===== config.mk =====
export PLATFORM = sky130hd
export DESIGN_NAME = wdt_keyed
export DESIGN_NICKNAME = d
export VERILOG_FILES = /design/src/rtl/wdt_pkg.sv /design/src/rtl/wdt_regs.sv /design/src/rtl/wdt_key_seq.sv /design/src/rtl/wdt_counter.sv /design/src/rtl/wdt_action.sv /design/src/rtl/wdt_keyed.sv
export SDC_FILE = /design/constraint.sdc
export NUM_CORES = 1
export LEC_CHECK = 0
export ABC_AREA = 1
export ABC_CLOCK_PERIOD_IN_PS = 2100
export CORE_ASPECT_RATIO = 1.25
export CORE_MARGIN = 3
export CORE_UTILIZATION = 42
export CTS_CLUSTER_DIAMETER = 80
export CTS_CLUSTER_SIZE = 25
export DETAILED_ROUTE_END_ITERATION = 10
export PLACE_DENSITY = 0.72
export SLEW_MARGIN = 20
export SYNTH_ARGS = -nofsm -noshare
export SYNTH_HDL_FRONTEND = slang
export SYNTH_SLANG_ARGS = --single-unit

===== constraint.sdc =====
create_clock -name clk -period 2.1 [get_ports clk]
set_clock_uncertainty 0.15 [all_clocks]
set_input_delay 0.42 -clock clk [delete_from_list [all_inputs] [get_ports clk]]
set_output_delay 0.42 -clock clk [all_outputs]
set_load 0.05 [all_outputs]

===== src/rtl/wdt_pkg.sv =====
package wdt_pkg;

  typedef enum logic [1:0] {
    ACT_IRQ   = 2'b00,
    ACT_FIQ   = 2'b01,
    ACT_RESET = 2'b10,
    ACT_NONE  = 2'b11
  } wdt_act_e;

  typedef struct packed {
    logic     en;
    wdt_act_e act;
    logic [1:0] tsel;
  } wdt_cfg_t;

  localparam int unsigned CTRL_EN_BIT  = 24;
  localparam int unsigned CTRL_ACT_LSB = 22;
  localparam int unsigned CTRL_TMO_LSB = 20;
  localparam int unsigned BUS_DW       = 32;

  localparam logic [BUS_DW-1:0] KEY_FIRST  = 32'h0000_0123;
  localparam logic [BUS_DW-1:0] KEY_SECOND = 32'h0000_0321;

  function automatic int max4(input int a, input int b, input int c, input int d);
    int m;
    m = a;
    if (b > m) m = b;
    if (c > m) m = c;
    if (d > m) m = d;
    return m;
  endfunction

  function automatic logic [63:0] pow2m1(input int e);
    return (64'd1 << e) - 64'd1;
  endfunction

endpackage


===== src/rtl/wdt_regs.sv =====
module wdt_regs
  import wdt_pkg::*;
#(
  parameter int unsigned       ADDR_W   = 8,
  parameter logic [ADDR_W-1:0] CTRL_OFS = 'h00,
  parameter logic [ADDR_W-1:0] SVC_OFS  = 'h0C
) (
  input  logic              clk,
  input  logic              rst_n,
  input  logic              bus_wr,
  input  logic [ADDR_W-1:0] bus_addr,
  input  logic [BUS_DW-1:0] bus_wdata,
  output logic [BUS_DW-1:0] bus_rdata,
  output wdt_cfg_t          cfg,
  output logic              svc_wr,
  output logic [BUS_DW-1:0] svc_data
);

  wdt_cfg_t cfg_q, cfg_d;
  logic     ctrl_wr;

  assign ctrl_wr  = bus_wr && (bus_addr == CTRL_OFS);
  assign svc_wr   = bus_wr && (bus_addr == SVC_OFS);
  assign svc_data = bus_wdata;
  assign cfg      = cfg_q;

  always_comb begin
    cfg_d      = cfg_q;
    cfg_d.en   = bus_wdata[CTRL_EN_BIT];
    cfg_d.act  = wdt_act_e'(bus_wdata[CTRL_ACT_LSB +: 2]);
    cfg_d.tsel = bus_wdata[CTRL_TMO_LSB +: 2];
  end

  always_ff @(posedge clk or negedge rst_n) begin
    if (!rst_n) begin
      cfg_q <= '0;
    end else if (ctrl_wr) begin
      cfg_q <= cfg_d;
    end
  end

  always_comb begin
    bus_rdata = '0;
    if (bus_addr == CTRL_OFS) begin
      bus_rdata[CTRL_EN_BIT]           = cfg_q.en;
      bus_rdata[CTRL_ACT_LSB +: 2]     = cfg_q.act;
      bus_rdata[CTRL_TMO_LSB +: 2]     = cfg_q.tsel;
    end
  end

  AST_CFG_STABLE: assert property (@(posedge clk) disable iff (!rst_n)
    !ctrl_wr |=> $stable(cfg_q)) else $error("config changed without write");

endmodule


===== src/rtl/wdt_key_seq.sv =====
module wdt_key_seq
  import wdt_pkg::*;
(
  input  logic              clk,
  input  logic              rst_n,
  input  logic              svc_wr,
  input  logic [BUS_DW-1:0] svc_data,
  output logic              svc_done
);

  logic armed_q, armed_d;

  always_comb begin
    armed_d  = armed_q;
    svc_done = 1'b0;
    if (svc_wr) begin
      if (svc_data == KEY_FIRST) begin
        armed_d = 1'b1;
      end else if (armed_q && (svc_data == KEY_SECOND)) begin
        armed_d  = 1'b0;
        svc_done = 1'b1;
      end else begin
        armed_d = 1'b0;
      end
    end
  end

  always_ff @(posedge clk or negedge rst_n) begin
    if (!rst_n) begin
      armed_q <= 1'b0;
    end else if (svc_wr) begin
      armed_q <= armed_d;
    end
  end

  AST_DONE_DISARMS: assert property (@(posedge clk) disable iff (!rst_n)
    svc_done |=> !armed_q) else $error("sequence still armed after completion");

  AST_ARM_NEEDS_KEY: assert property (@(posedge clk) disable iff (!rst_n)
    $rose(armed_q) |-> $past(svc_wr && (svc_data == KEY_FIRST)))
    else $error("armed without first key");

endmodule


===== src/rtl/wdt_counter.sv =====
module wdt_counter
  import wdt_pkg::*;
#(
  parameter int unsigned TMO_EXP0 = 24,
  parameter int unsigned TMO_EXP1 = 26,
  parameter int unsigned TMO_EXP2 = 28,
  parameter int unsigned TMO_EXP3 = 29,
  localparam int unsigned CNT_W   = max4(TMO_EXP0, TMO_EXP1, TMO_EXP2, TMO_EXP3)
) (
  input  logic       clk,
  input  logic       rst_n,
  input  logic       en,
  input  logic [1:0] tsel,
  input  logic       clr,
  output logic       hit
);

  logic [CNT_W-1:0] lim_tab [4];
  logic [CNT_W-1:0] lim_sel;
  logic [CNT_W-1:0] cnt_q, cnt_d;
  logic             cnt_upd;

  for (genvar g = 0; g < 4; g++) begin : g_lim
    localparam int unsigned EXP_G = (g == 0) ? TMO_EXP0 :
                                    (g == 1) ? TMO_EXP1 :
                                    (g == 2) ? TMO_EXP2 : TMO_EXP3;
    assign lim_tab[g] = CNT_W'(pow2m1(int'(EXP_G)));
  end

  assign lim_sel = lim_tab[tsel];
  assign hit     = en && !clr && (cnt_q >= lim_sel);
  assign cnt_upd = en || (cnt_q != '0);

  always_comb begin
    if (!en || clr || hit) cnt_d = '0;
    else                   cnt_d = cnt_q + 1'b1;
  end

  always_ff @(posedge clk or negedge rst_n) begin
    if (!rst_n) begin
      cnt_q <= '0;
    end else if (cnt_upd) begin
      cnt_q <= cnt_d;
    end
  end

  AST_OFF_CLEARS: assert property (@(posedge clk) disable iff (!rst_n)
    !en |=> (cnt_q == '0)) else $error("counter ran while disabled");

  AST_EXPIRY_RESTART: assert property (@(posedge clk) disable iff (!rst_n)
    hit |=> (cnt_q == '0)) else $error("counter not restarted after expiry");

  AST_CLR_RESTART: assert property (@(posedge clk) disable iff (!rst_n)
    clr |=> (cnt_q == '0)) else $error("service did not clear counter");

endmodule


===== src/rtl/wdt_action.sv =====
module wdt_action
  import wdt_pkg::*;
(
  input  logic     clk,
  input  logic     rst_n,
  input  logic     en,
  input  wdt_act_e act,
  input  logic     hit,
  input  logic     svc_done,
  output logic     irq,
  output logic     fiq,
  output logic     rst_req
);

  logic irq_q, irq_d;
  logic fiq_q, fiq_d;
  logic rst_q, rst_d;
  logic flag_upd;

  assign flag_upd = !en || svc_done || hit;

  always_comb begin
    irq_d = irq_q;
    fiq_d = fiq_q;
    if (!en || svc_done) begin
      irq_d = 1'b0;
      fiq_d = 1'b0;
    end else if (hit) begin
      if (act == ACT_IRQ) irq_d = 1'b1;
      if (act == ACT_FIQ) fiq_d = 1'b1;
    end
    rst_d = hit && (act == ACT_RESET);
  end

  always_ff @(posedge clk or negedge rst_n) begin
    if (!rst_n) begin
      irq_q <= 1'b0;
      fiq_q <= 1'b0;
    end else if (flag_upd) begin
      irq_q <= irq_d;
      fiq_q <= fiq_d;
    end
  end

  always_ff @(posedge clk or negedge rst_n) begin
    if (!rst_n) rst_q <= 1'b0;
    else        rst_q <= rst_d;
  end

  assign irq     = irq_q;
  assign fiq     = fiq_q;
  assign rst_req = rst_q;

  AST_RST_ONE_CYCLE: assert property (@(posedge clk) disable iff (!rst_n)
    rst_q |=> !rst_q) else $error("reset request longer than one cycle");

  AST_IRQ_HELD: assert property (@(posedge clk) disable iff (!rst_n)
    (irq_q && en && !svc_done) |=> irq_q) else $error("irq dropped without service");

  AST_FIQ_HELD: assert property (@(posedge clk) disable iff (!rst_n)
    (fiq_q && en && !svc_done) |=> fiq_q) else $error("fiq dropped without service");

  AST_OFF_QUIET: assert property (@(posedge clk) disable iff (!rst_n)
    !en |=> (!irq_q && !fiq_q && !rst_q)) else $error("output while disabled");

endmodule


===== src/rtl/wdt_keyed.sv =====
module wdt_keyed
  import wdt_pkg::*;
#(
  parameter int unsigned       ADDR_W   = 8,
  parameter logic [ADDR_W-1:0] CTRL_OFS = 'h00,
  parameter logic [ADDR_W-1:0] SVC_OFS  = 'h0C,
  parameter int unsigned       TMO_EXP0 = 24,
  parameter int unsigned       TMO_EXP1 = 26,
  parameter int unsigned       TMO_EXP2 = 28,
  parameter int unsigned       TMO_EXP3 = 29
) (
  input  logic              clk,
  input  logic              rst_n,
  input  logic              bus_wr,
  input  logic [ADDR_W-1:0] bus_addr,
  input  logic [31:0]       bus_wdata,
  output logic [31:0]       bus_rdata,
  output logic              wd_irq,
  output logic              wd_fiq,
  output logic              wd_rst_req
);

  wdt_cfg_t          cfg;
  logic              svc_wr;
  logic [BUS_DW-1:0] svc_data;
  logic              svc_done;
  logic              hit;

  wdt_regs #(
    .ADDR_W   (ADDR_W),
    .CTRL_OFS (CTRL_OFS),
    .SVC_OFS  (SVC_OFS)
  ) u_regs (
    .clk       (clk),
    .rst_n     (rst_n),
    .bus_wr    (bus_wr),
    .bus_addr  (bus_addr),
    .bus_wdata (bus_wdata),
    .bus_rdata (bus_rdata),
    .cfg       (cfg),
    .svc_wr    (svc_wr),
    .svc_data  (svc_data)
  );

  wdt_key_seq u_keys (
    .clk      (clk),
    .rst_n    (rst_n),
    .svc_wr   (svc_wr),
    .svc_data (svc_data),
    .svc_done (svc_done)
  );

  wdt_counter #(
    .TMO_EXP0 (TMO_EXP0),
    .TMO_EXP1 (TMO_EXP1),
    .TMO_EXP2 (TMO_EXP2),
    .TMO_EXP3 (TMO_EXP3)
  ) u_cnt (
    .clk   (clk),
    .rst_n (rst_n),
    .en    (cfg.en),
    .tsel  (cfg.tsel),
    .clr   (svc_done),
    .hit   (hit)
  );

  wdt_action u_act (
    .clk      (clk),
    .rst_n    (rst_n),
    .en       (cfg.en),
    .act      (cfg.act),
    .hit      (hit),
    .svc_done (svc_done),
    .irq      (wd_irq),
    .fiq      (wd_fiq),
    .rst_req  (wd_rst_req)
  );

  AST_SVC_NO_FIRE: assert property (@(posedge clk) disable iff (!rst_n)
    (svc_done && !wd_irq && !wd_fiq) |=> (!wd_irq && !wd_fiq && !wd_rst_req))
    else $error("action fired on a service edge");

endmodule


# == After elaboration in Yosys (flattened, before gate mapping) ==
# Index checks and enable logic that the tools add are counted.
# word_totals
reg_bits,38
in_bits,43
output_inout_bits,35
word_cells,51
# classes
n_addsub,1
n_lt_le_gt_ge,2
eq_ne,5
muxes,15
bitwise_logic,1
reduce_logical,19
# op_table
op,n
29-bit 2-to-1 mux,3
29-bit binary-select mux with 2-bit select,1
"32-bit by 10-bit == test with 1-bit output, second input constant",1
"32-bit by 9-bit == test with 1-bit output, second input constant",1
"29-bit by 1-bit adder with 29-bit output, second input constant",1
29-bit >= comparator,1
29-bit nonzero test,1
1-bit 2-to-1 mux,10
"8-bit by 4-bit == test with 1-bit output, second input constant",1
8-bit logical NOT,1
1-bit logical AND,6
3-bit AND reduction,2
2-bit nonzero test,3
5-bit 2-to-1 mux,1
"3-bit >= comparator, second input constant",1
1-bit logical OR,3
2-bit NOT with 3-bit output,1
"2-bit by 1-bit == test with 1-bit output, second input constant",1
"2-bit == test, second input constant",1
1-bit logical NOT,2
2-bit logical NOT,1

# == Longest topological paths before layout ==
# Gate-level depths: netlist of run 1.
# depth
word_depth,10
ltp_mapped,12

# == Cells and area by module ==
# A second synthesis of run 1 with hierarchy kept.
# unflattened
hier_cells,416
hier_area_um2,3229.3
# by_module_without_submodules
mod,n_inst,cells_per_inst,area_each_um2,seq_area_each_um2
wdt_counter,1,256,2104.5,725.7
wdt_regs,1,103,807.0,125.1
wdt_key_seq,1,42,192.7,25.0
wdt_action,1,15,125.1,75.1

# == Worst setup path before layout of run 1 ==
# Ideal clock, no wire load.
# synth_timing
path_type,input-to-output
startpoint,input port bus_addr[1]
endpoint,output port bus_rdata[20]
arrival_ps,1451
setup_slack_ps,79
cell_stages,5
n_path_buf,0
path_cell_list,nor2_1 -> nand2_1 -> nor2_1 -> inv_1 -> nor2_1
# synth_via
elab_chain_cells,2
# synth_lines
element,line,source
"start, declared",wdt_keyed.sv:15,"input logic [ADDR_W-1:0] bus_addr,"
8-bit logical NOT,wdt_regs.sv:44,if (bus_addr == CTRL_OFS) begin
5-bit 2-to-1 mux,wdt_regs.sv:44,
"end, declared",wdt_keyed.sv:17,"output logic [31:0] bus_rdata,"
# No other way between the ends.

# == Worst setup path after layout of run 1 ==
# layout_timing
startpoint,input port bus_addr[3]
endpoint,output port bus_rdata[24]
# Same word-level chain as after synthesis.

==> results.txt, run 1 <==
ys flop type - dfrtp_1
Setup crit start kind - input pin
worst path arrival time - 1490 ps
GRT Total Usage - 18.5%
Core Rows - 32
Worst EP required - 1530 ps
worst hold slack - 19.4 ps
Reg2Reg Setup Slack - 170 ps
Peak VDD IR - 0.396 mV
yosys warns - 0
Syn-to-layout area delta - 32.2%
Core Area - 6250 um2
io pins - 78
Die H - 96.0 um
Leak - 1.61 nW
largest net degree at the start of global routing - 39
Post-Syn Instances - 387
Hold Crit Class - input pin to async pin
CP cell instances - dlygate4sd2_1 -> nor2_1 -> nand2_2 -> nor2_4 -> clkinv_4 -> nor2_4 -> buf_12
share of cells above drive strength 1 - 15.2%
total gr overflow - 0
Root Buffer - clkbuf_8
PD cells - 590 nW/um2
Final ANT Viol Nets - 0
Inserted Clock Buffers - 5
wirelength, routed - 6.67 mm
Syn Std Cell Area - 2720 um2
Pre-antenna DRT Iters - 4
antenna violations before repair - 0
die area - 7490 um2
slew margin rel. - 65.6%
Seq/Total Area, Yosys - 34.9%
CP Max Fanout - 5
Final Non-Filler Cells - 545
routed len/inst - 12.2 um
Post-synth EDFFs - 0
Worst Max-Slew Pin Slew - 514 ps
Ant. Diodes - 0
Crit path max-delay family - simple AND/OR/NAND/NOR gates
die width - 78.0 um
crit-path most repeated cell - nor2_4
clk_lat worst skew - 300 ps
R2R Path End - u_cnt.cnt_q[21]
Via-to-Cell Ratio - 4.82
ys async rst share - 100%
Final Net Count - 507
CTS tree - built
final hold vios - 0
Place WS - -133 ps
Critical Path Sink Type - primary output
vias in the first global route - 2620
hpwl dp - 5.25 mm
starting density of the core - 43.6%
Setup Viol. Count Final - 0
minimum clock period - 2060 ps
max frequency - 0.486 GHz
beginning of the critical path - bus_addr[3]
final setup margin - 41.7 ps
Worst-path clk slew - 80 ps
H-tree levels - 2
placed cell count - 529
Crit Path Class - input pin to primary output
Synth Register Bits - 38
# hold bufs at CTS - 0
clk sinks - 38
Max Slew Vio Count - 0
CP max-delay cell - dlygate4sd2_1
post-synth cell types - 30
DRC - 0
routed vias - 2626
period utilization - 98.0%
Reg2Reg Launch Point - u_regs.cfg[0]
status - finished clean
Tot Pwr - 2.12 mW
IO buf count - 50
# Max-Cap Violations - 0
crit-path max cell delay - 240 ps
gpl congestion - 0.917
setup TNS - 0 ps
CP Buf/Inv Count - 3
Avg Cell Area, Syn - 7.04 um2
DR iter-0 viols - 128
first-pass GRT wire length - 11.0 mm
Reg2Reg Depth - 9
clk buf depth - 2
## sequential cells by signal (all words and copies together), names as in the netlist
register,cells
u_cnt.cnt_q,29
u_regs.cfg,5
u_act.fiq,1
u_act.irq,1
u_act.rst_req,1
u_keys.armed_q,1
## area by class of cell
cell class / instances / area [um2]
flip-flops and latches: 38 / 951
multi-input cells: 299 / 1540
fillers: 588 / 2650
clock buffers: 5 / 68.8
well taps: 85 / 106
clock inverters: 3 / 68.8
inverters: 43 / 166
repair buffers: 72 / 701
## placed cells by master (no fill, tap or decap), drive strengths merged, types with 15 or more instances in the layout
cell type      netlist  layout
nor3                33      33
nor2                74      74
dfrtp               38      38
clkdlybuf4s50        0      34
buf                 32      29
inv                 43      42
xor2                15      15
nand3               27      27
nand2               84      84
conb                 1      27
## where the power goes
group,switching (mW),internal [mW]
sequential,0.0710,0.799
combinational,0.314,0.191
clock,0.272,0.476
## Yosys cell counts, types with 5 or more instances
cell      n  area, um2
a21oi_1   5       25.0
inv_1    42        158
buf_4    27        203
nand3_1  24        120
ha_1      5       62.6
nand2_2   5       31.3
nor3_1   31        155
dfrtp_1  38        951
nor2_2    6       37.5
nand2_1  79        297
xor2_1   15        131
nand4_1   8       50.1
nor2_1   67        251
## what timing repair did
item / in CTS / in global routing
endpoints found under the hold margin: 0 / 0
pin swaps: 7 / 4
setup endpoints to repair: 5 / 28
gates resized for setup: 21 / 9
gates cloned: 0 / 0
setup buffers: 2 / 6
## metal layers
metal | vias up | global-route usage, % | routed length (um)
met5 | - | 0 | 0
met4 | 0 | 8.02 | 203
met3 | 20 | 3.84 | 371
met2 | 92 | 34.6 | 3450
met1 | 1199 | 20.2 | 2650
li1 | 1315 | - | -
## cell families after synthesis
family          count (synthesis)  synth area share [%]
xor+xnor                       19                  6.11
flops                          38                  34.9
other cells                     1                 0.138
buf+inv                        76                  14.7
simple gates                  235                  39.2
compound gates                 13                  2.71
fa+ha+maj                       5                  2.30
## metrics by stage
step	cell area, um2	util [%]
final	3600	57.6
after global routing	3600	57.6
after CTS	3530	56.5
after detailed placement	3340	53.4
after global placement	3340	53.4
after floorplan	2820	-
## worst max-delay path by stage
stage	to	slack, ps	depth (start not counted)
3_5_place_dp	bus_rdata[21]	-130	7
3_3_place_gp	bus_rdata[20]	-110	7
4_1_cts	bus_rdata[21]	2	7
2_1_floorplan	bus_rdata[20]	80	5
5_1_grt	bus_rdata[21]	-0.2	7
6_report	bus_rdata[24]	40	7
## worst reg2reg max path: cells and delay by family (launching register included)
| kind | cells | cell delay (ps) |
|---|---|---|
| AND/OR/NAND/NOR | 7 | 960 |
| buffers and inverters | 2 | 350 |
| flip-flops | 1 | 380 |
No activity file was read; power rests on OpenSTA's default activity.
==> inputs of run 2 (changes only) <==
--- a/config.mk
+++ b/config.mk
@@ -6,7 +6,7 @@
 export NUM_CORES = 1
 export LEC_CHECK = 0
 export ABC_AREA = 1
-export ABC_CLOCK_PERIOD_IN_PS = 2100
+export ABC_CLOCK_PERIOD_IN_PS = 2670
 export CORE_ASPECT_RATIO = 1.25
 export CORE_MARGIN = 3
 export CORE_UTILIZATION = 42
==> constraint.sdc (replaced) <==
create_clock -name clk -period 2.67 [get_ports clk]
set_clock_uncertainty 0.15 [all_clocks]
set_input_delay 0.534 -clock clk [delete_from_list [all_inputs] [get_ports clk]]
set_output_delay 0.534 -clock clk [all_outputs]
set_load 0.1 [all_outputs]
==> results.txt, run 2 (synthesized netlist as in run 1, its figures left out) <==
status - finished clean
worst path arrival time - 1820 ps
Clk pwr share - 26.8%
Setup Viol. Count Final - 0
CTS tree - built
Reg2Reg Launch Point - u_regs.cfg[1]
Peak VDD IR - 0.344 mV
Critical Path Sink Type - primary output
commonest non-fill, non-tap cells in the layout - nand2_1 (79), nor2_1 (67), inv_1 (42), clkdlybuf4s50_1 (41), dfrtp_1 (38)
slew margin rel. - 43.6%
antenna violations before repair - 0
Root Buffer - clkbuf_8
clk sinks - 38
die width - 78.0 um
max reg flops - 29
Final Non-Filler Cells - 527
Max Slew Vio Count - 0
IO buf count - 50
CP Buf/Inv Count - 3
register area - 951 um2
routed vias - 2533
Crit path max-delay family - buffers and inverters
CP max-delay cell - clkdlybuf4s50_1
first-pass GRT wire length - 10.5 mm
Final ANT Viol Nets - 0
Crit Path Class - input pin to primary output
FILL cells - 633
Ant. Diodes - 0
largest net degree at the start of global routing - 39
Core Area - 6250 um2
DRC - 0
Via-to-Cell Ratio - 4.81
P_sw - 588 uW
Leak - 1.48 nW
Setup crit start kind - input pin
Syn-to-layout area delta - 23.3%
crit-path max cell delay - 410 ps
crit-path most repeated cell - nor2_1
most common cell after layout, fill and taps aside - nand2_1
Power Internal - 978 uW
# Max-Cap Violations - 0
gpl congestion - 0.883
Core Rows - 32
placed cell count - 519
beginning of the critical path - bus_addr[1]
clk_lat worst skew - 290 ps
RSZ-0062 raised after global routing - no
Reg2Reg Setup Slack - 680 ps
CP Max Fanout - 5
setup TNS - 0 ps
Worst-path clk slew - 80 ps
clk buf depth - 2
hpwl dp - 5.05 mm
met1 Resource Use GR - 19.4%
final setup margin - 166 ps
share of cells above drive strength 1 - 9.50%
Gate power share - 29.4%
Inserted Clock Buffers - 5
worst hold slack - 196 ps
total gr overflow - 0
# hold bufs at CTS - 0
placed cell areas - 3260 um2
routed len/inst - 12.0 um
Worst EP required - 1990 ps
Final Net Count - 489
Worst Max-Slew Pin Slew - 845 ps
wirelength, routed - 6.33 mm
max frequency - 0.399 GHz
GRT Total Usage - 17.5%
PD cells - 467 nW/um2
final hold vios - 0
io pins - 78
GR Layer Usage met2 - 33.1%
period utilization - 93.8%
Place WS - 146 ps
Die H - 96.0 um
met3 usage - 3.18%
DR iter-0 viols - 132
busiest grt layer - met2
minimum clock period - 2500 ps
Pre-antenna DRT Iters - 4
setup bufs post-CTS - 0
Largest Register - u_cnt.cnt_q
CP cell instances - clkdlybuf4s50_1 -> nor2_1 -> nand2_1 -> nor2_1 -> inv_1 -> nor2_1 -> buf_12
Hold Crit Class - input pin to async pin
sequential power share - 43.8%
design area - 3360 um2
area of the multi-input gates - 1470 um2
vias in the first global route - 2392
die area - 7490 um2
H-tree levels - 2
CTS-repair resized insts - 0
switching part of the total power - 37.6%
starting density of the core - 43.6%
run 2: cell types whose count changed in the layout (fill, tap and decap cells not counted), moves of 2 or more:
cell / previous run / this run
buf_4: 22 / 7
nor2_1: 58 / 67
clkdlybuf4s50_1: 34 / 41
dlygate4sd2_1: 7 / 0
nor2_4: 7 / 1
nor2_2: 9 / 6
bufinv_16: 2 / 0
clkinv_4: 2 / 0
run 2: worst register-to-register path, cell delays in order (launching register included):
cell and delay (ps):
dfrtp_1 370, inv_1 110, ha_1 300, nand2_1 50
inv_1 90, nand3_1 90, nor2_1 130, nand3_1 100
nand3_2 80, buf_4 210, nor2_2 70, and2_1 140
run 2: stage by stage:
stage                     power, mW  util [%]
after floorplan                1.06         -
after global placement         1.15      52.2
after detailed placement       1.16      52.2
after CTS                      1.58      53.7
after global routing           1.66      53.7
final                          1.57      53.7
run 2: per-layer routing:
layer | wire [um] | share of wire [%]
met4 | 112 | 1.8
met1 | 2730 | 43
met5 | 0 | 0
met3 | 321 | 5.1
met2 | 3170 | 50
run 2: power by group through the flow:
| stage | Sequential [mW] | Clock (mW) | Combinational [mW] |
|---|---|---|---|
| final | 0.686 | 0.419 | 0.461 |
| after global routing | 0.694 | 0.461 | 0.509 |
| after CTS | 0.686 | 0.428 | 0.464 |
| after detailed placement | 0.698 | 0 | 0.462 |
| after global placement | 0.694 | 0 | 0.456 |
| after floorplan | 0.685 | 0 | 0.380 |
run 2: final cells by class:
| type | instances | area share, % |
|---|---|---|
| clock inverters | 2 | 0.373 |
| flip-flops and latches | 38 | 28.3 |
| well taps | 85 | 3.17 |
| clock buffers | 6 | 2.46 |
| inverters | 43 | 4.81 |
| repair buffers | 54 | 16.9 |
| multi-input cells | 299 | 43.9 |
run 2: worst paths after layout:
path / end / cells past startpoint
worst max-delay path: bus_rdata[24] / 7
worst min-delay path: u_cnt.cnt_q[6] / 1
worst max register to register: u_cnt.cnt_q[27] / 11
worst min register to register: u_act.irq / 2
max in group asynchronous: u_regs.cfg[1] / 1
min in group clk: u_act.irq / 2
==> inputs of run 3 (changes only) <==
--- a/config.mk
+++ b/config.mk
@@ -7,13 +7,12 @@
 export LEC_CHECK = 0
 export ABC_AREA = 1
 export ABC_CLOCK_PERIOD_IN_PS = 2670
-export CORE_ASPECT_RATIO = 1.25
 export CORE_MARGIN = 3
 export CORE_UTILIZATION = 42
 export CTS_CLUSTER_DIAMETER = 80
 export CTS_CLUSTER_SIZE = 25
 export DETAILED_ROUTE_END_ITERATION = 10
-export PLACE_DENSITY = 0.72
+export PLACE_DENSITY = 0.71
 export SLEW_MARGIN = 20
 export SYNTH_ARGS = -nofsm -noshare
 export SYNTH_HDL_FRONTEND = slang
==> results.txt, run 3 (synthesized netlist as in run 1, its figures left out) <==
status - finished clean
die area - 7480 um2
hpwl dp - 5.15 mm
register area - 951 um2
Final ANT Viol Nets - 0
DR iter-0 viols - 130
Core Rows - 28
Syn-to-layout area delta - 23.9%
Final Net Count - 489
Ant. Diodes - 0
IO buf count - 50
busiest grt layer - met2
worst path arrival time - 1800 ps
commonest non-fill, non-tap cells in the layout - nand2_1 (79), nor2_1 (67), inv_1 (42), clkdlybuf4s50_1 (41), dfrtp_1 (38)
GR Layer Usage met2 - 30.9%
Largest Register - u_cnt.cnt_q
die width - 86.5 um
vias in the first global route - 2521
Inserted Clock Buffers - 5
clk_lat worst skew - 300 ps
H-tree levels - 2
Reg2Reg Depth - 10
share of cells above drive strength 1 - 9.50%
Reg2Reg Setup Slack - 370 ps
CTS-repair resized insts - 0
Setup crit start kind - input pin
Hold Crit Class - input pin to async pin
met1 Resource Use GR - 23.0%
Die H - 86.5 um
final core occ - 55.4%
io pins - 78
PD cells - 490 nW/um2
final hold vios - 0
Peak VDD IR - 0.426 mV
CP Max Fanout - 5
RSZ-0062 raised after global routing - no
starting density of the core - 44.7%
antenna violations before repair - 0
Critical Path Sink Type - primary output
routed len/inst - 12.3 um
Worst-path clk slew - 80 ps
Crit Path Class - input pin to primary output
period utilization - 92.9%
Reg2Reg Launch Point - u_regs.cfg[1]
minimum clock period - 2480 ps
gpl congestion - 0.948
routed vias - 2526
Worst EP required - 1990 ps
setup bufs post-CTS - 0
first-pass GRT wire length - 10.9 mm
Setup Viol. Count Final - 0
slew margin rel. - 45.0%
# Max-Cap Violations - 0
largest net degree at the start of global routing - 39
design area - 3370 um2
met3 usage - 4.94%
max reg flops - 29
Leak - 1.48 nW
max frequency - 0.403 GHz
GRT Total Usage - 18.1%
most common cell after layout, fill and taps aside - nand2_1
area of the multi-input gates - 1470 um2
Final Non-Filler Cells - 517
total gr overflow - 0
final setup margin - 188 ps
CTS tree - built
# hold bufs at CTS - 0
clk sinks - 38
Via-to-Cell Ratio - 4.89
Pre-antenna DRT Iters - 4
R2R Path End - u_cnt.cnt_q[21]
FILL cells - 611
Root Buffer - clkbuf_8
placed cell count - 509
DRC - 0
Worst Max-Slew Pin Slew - 826 ps
placed cell areas - 3260 um2
wirelength, routed - 6.37 mm
Core Area - 6100 um2
clk buf depth - 2
worst hold slack - 178 ps
Max Slew Vio Count - 0
Place WS - 184 ps
-- run 3: worst max-delay path by stage --
stage                     to  slack (ps)  cells after the start   startpoint
6_report       bus_rdata[22]         190                      7  bus_addr[1]
5_1_grt        bus_rdata[23]          70                      7  bus_addr[1]
4_1_cts        bus_rdata[22]         160                      7  bus_addr[1]
3_5_place_dp   bus_rdata[23]         180                      7  bus_addr[0]
3_3_place_gp   bus_rdata[20]         160                      7  bus_addr[1]
2_1_floorplan  bus_rdata[20]        -190                      5  bus_addr[1]
-- run 3: per-stage QoR --
stage	total power [mW]	TNS, ps
after floorplan	1.06	-926
after global placement	1.15	0
after detailed placement	1.17	0
after CTS	1.66	0
after global routing	1.75	0
final	1.65	0
-- run 3: worst max-delay path, stage by stage --
cell and delay, ps:
clkdlybuf4s50_1 400, nor2_1 160, nand2_1 70, nor2_1 130, inv_1 100, nor2_1 200
buf_12 210
-- run 3: layout make-up --
type | instances | share of cell area, %
Clock buffer | 5 | 2.04
Sequential cell | 38 | 28.2
Tap cell | 75 | 2.78
Timing Repair Buffer | 54 | 17.2
Inverter | 43 | 4.78
Multi-Input combinational cell | 299 | 43.7
Clock inverter | 3 | 1.33
-- run 3: power breakdown --
part           switching (mW)  internal (mW)  total [mW]
logic                   0.325          0.143       0.468
registers              0.0572          0.629       0.686
clock network           0.222          0.278       0.500
-- run 3: routing by layer --
metal	wire [um]	up-vias
met1	2890	1153
met2	3000	84
li1	-	1282
met4	51	0
met5	0	-
met3	427	7
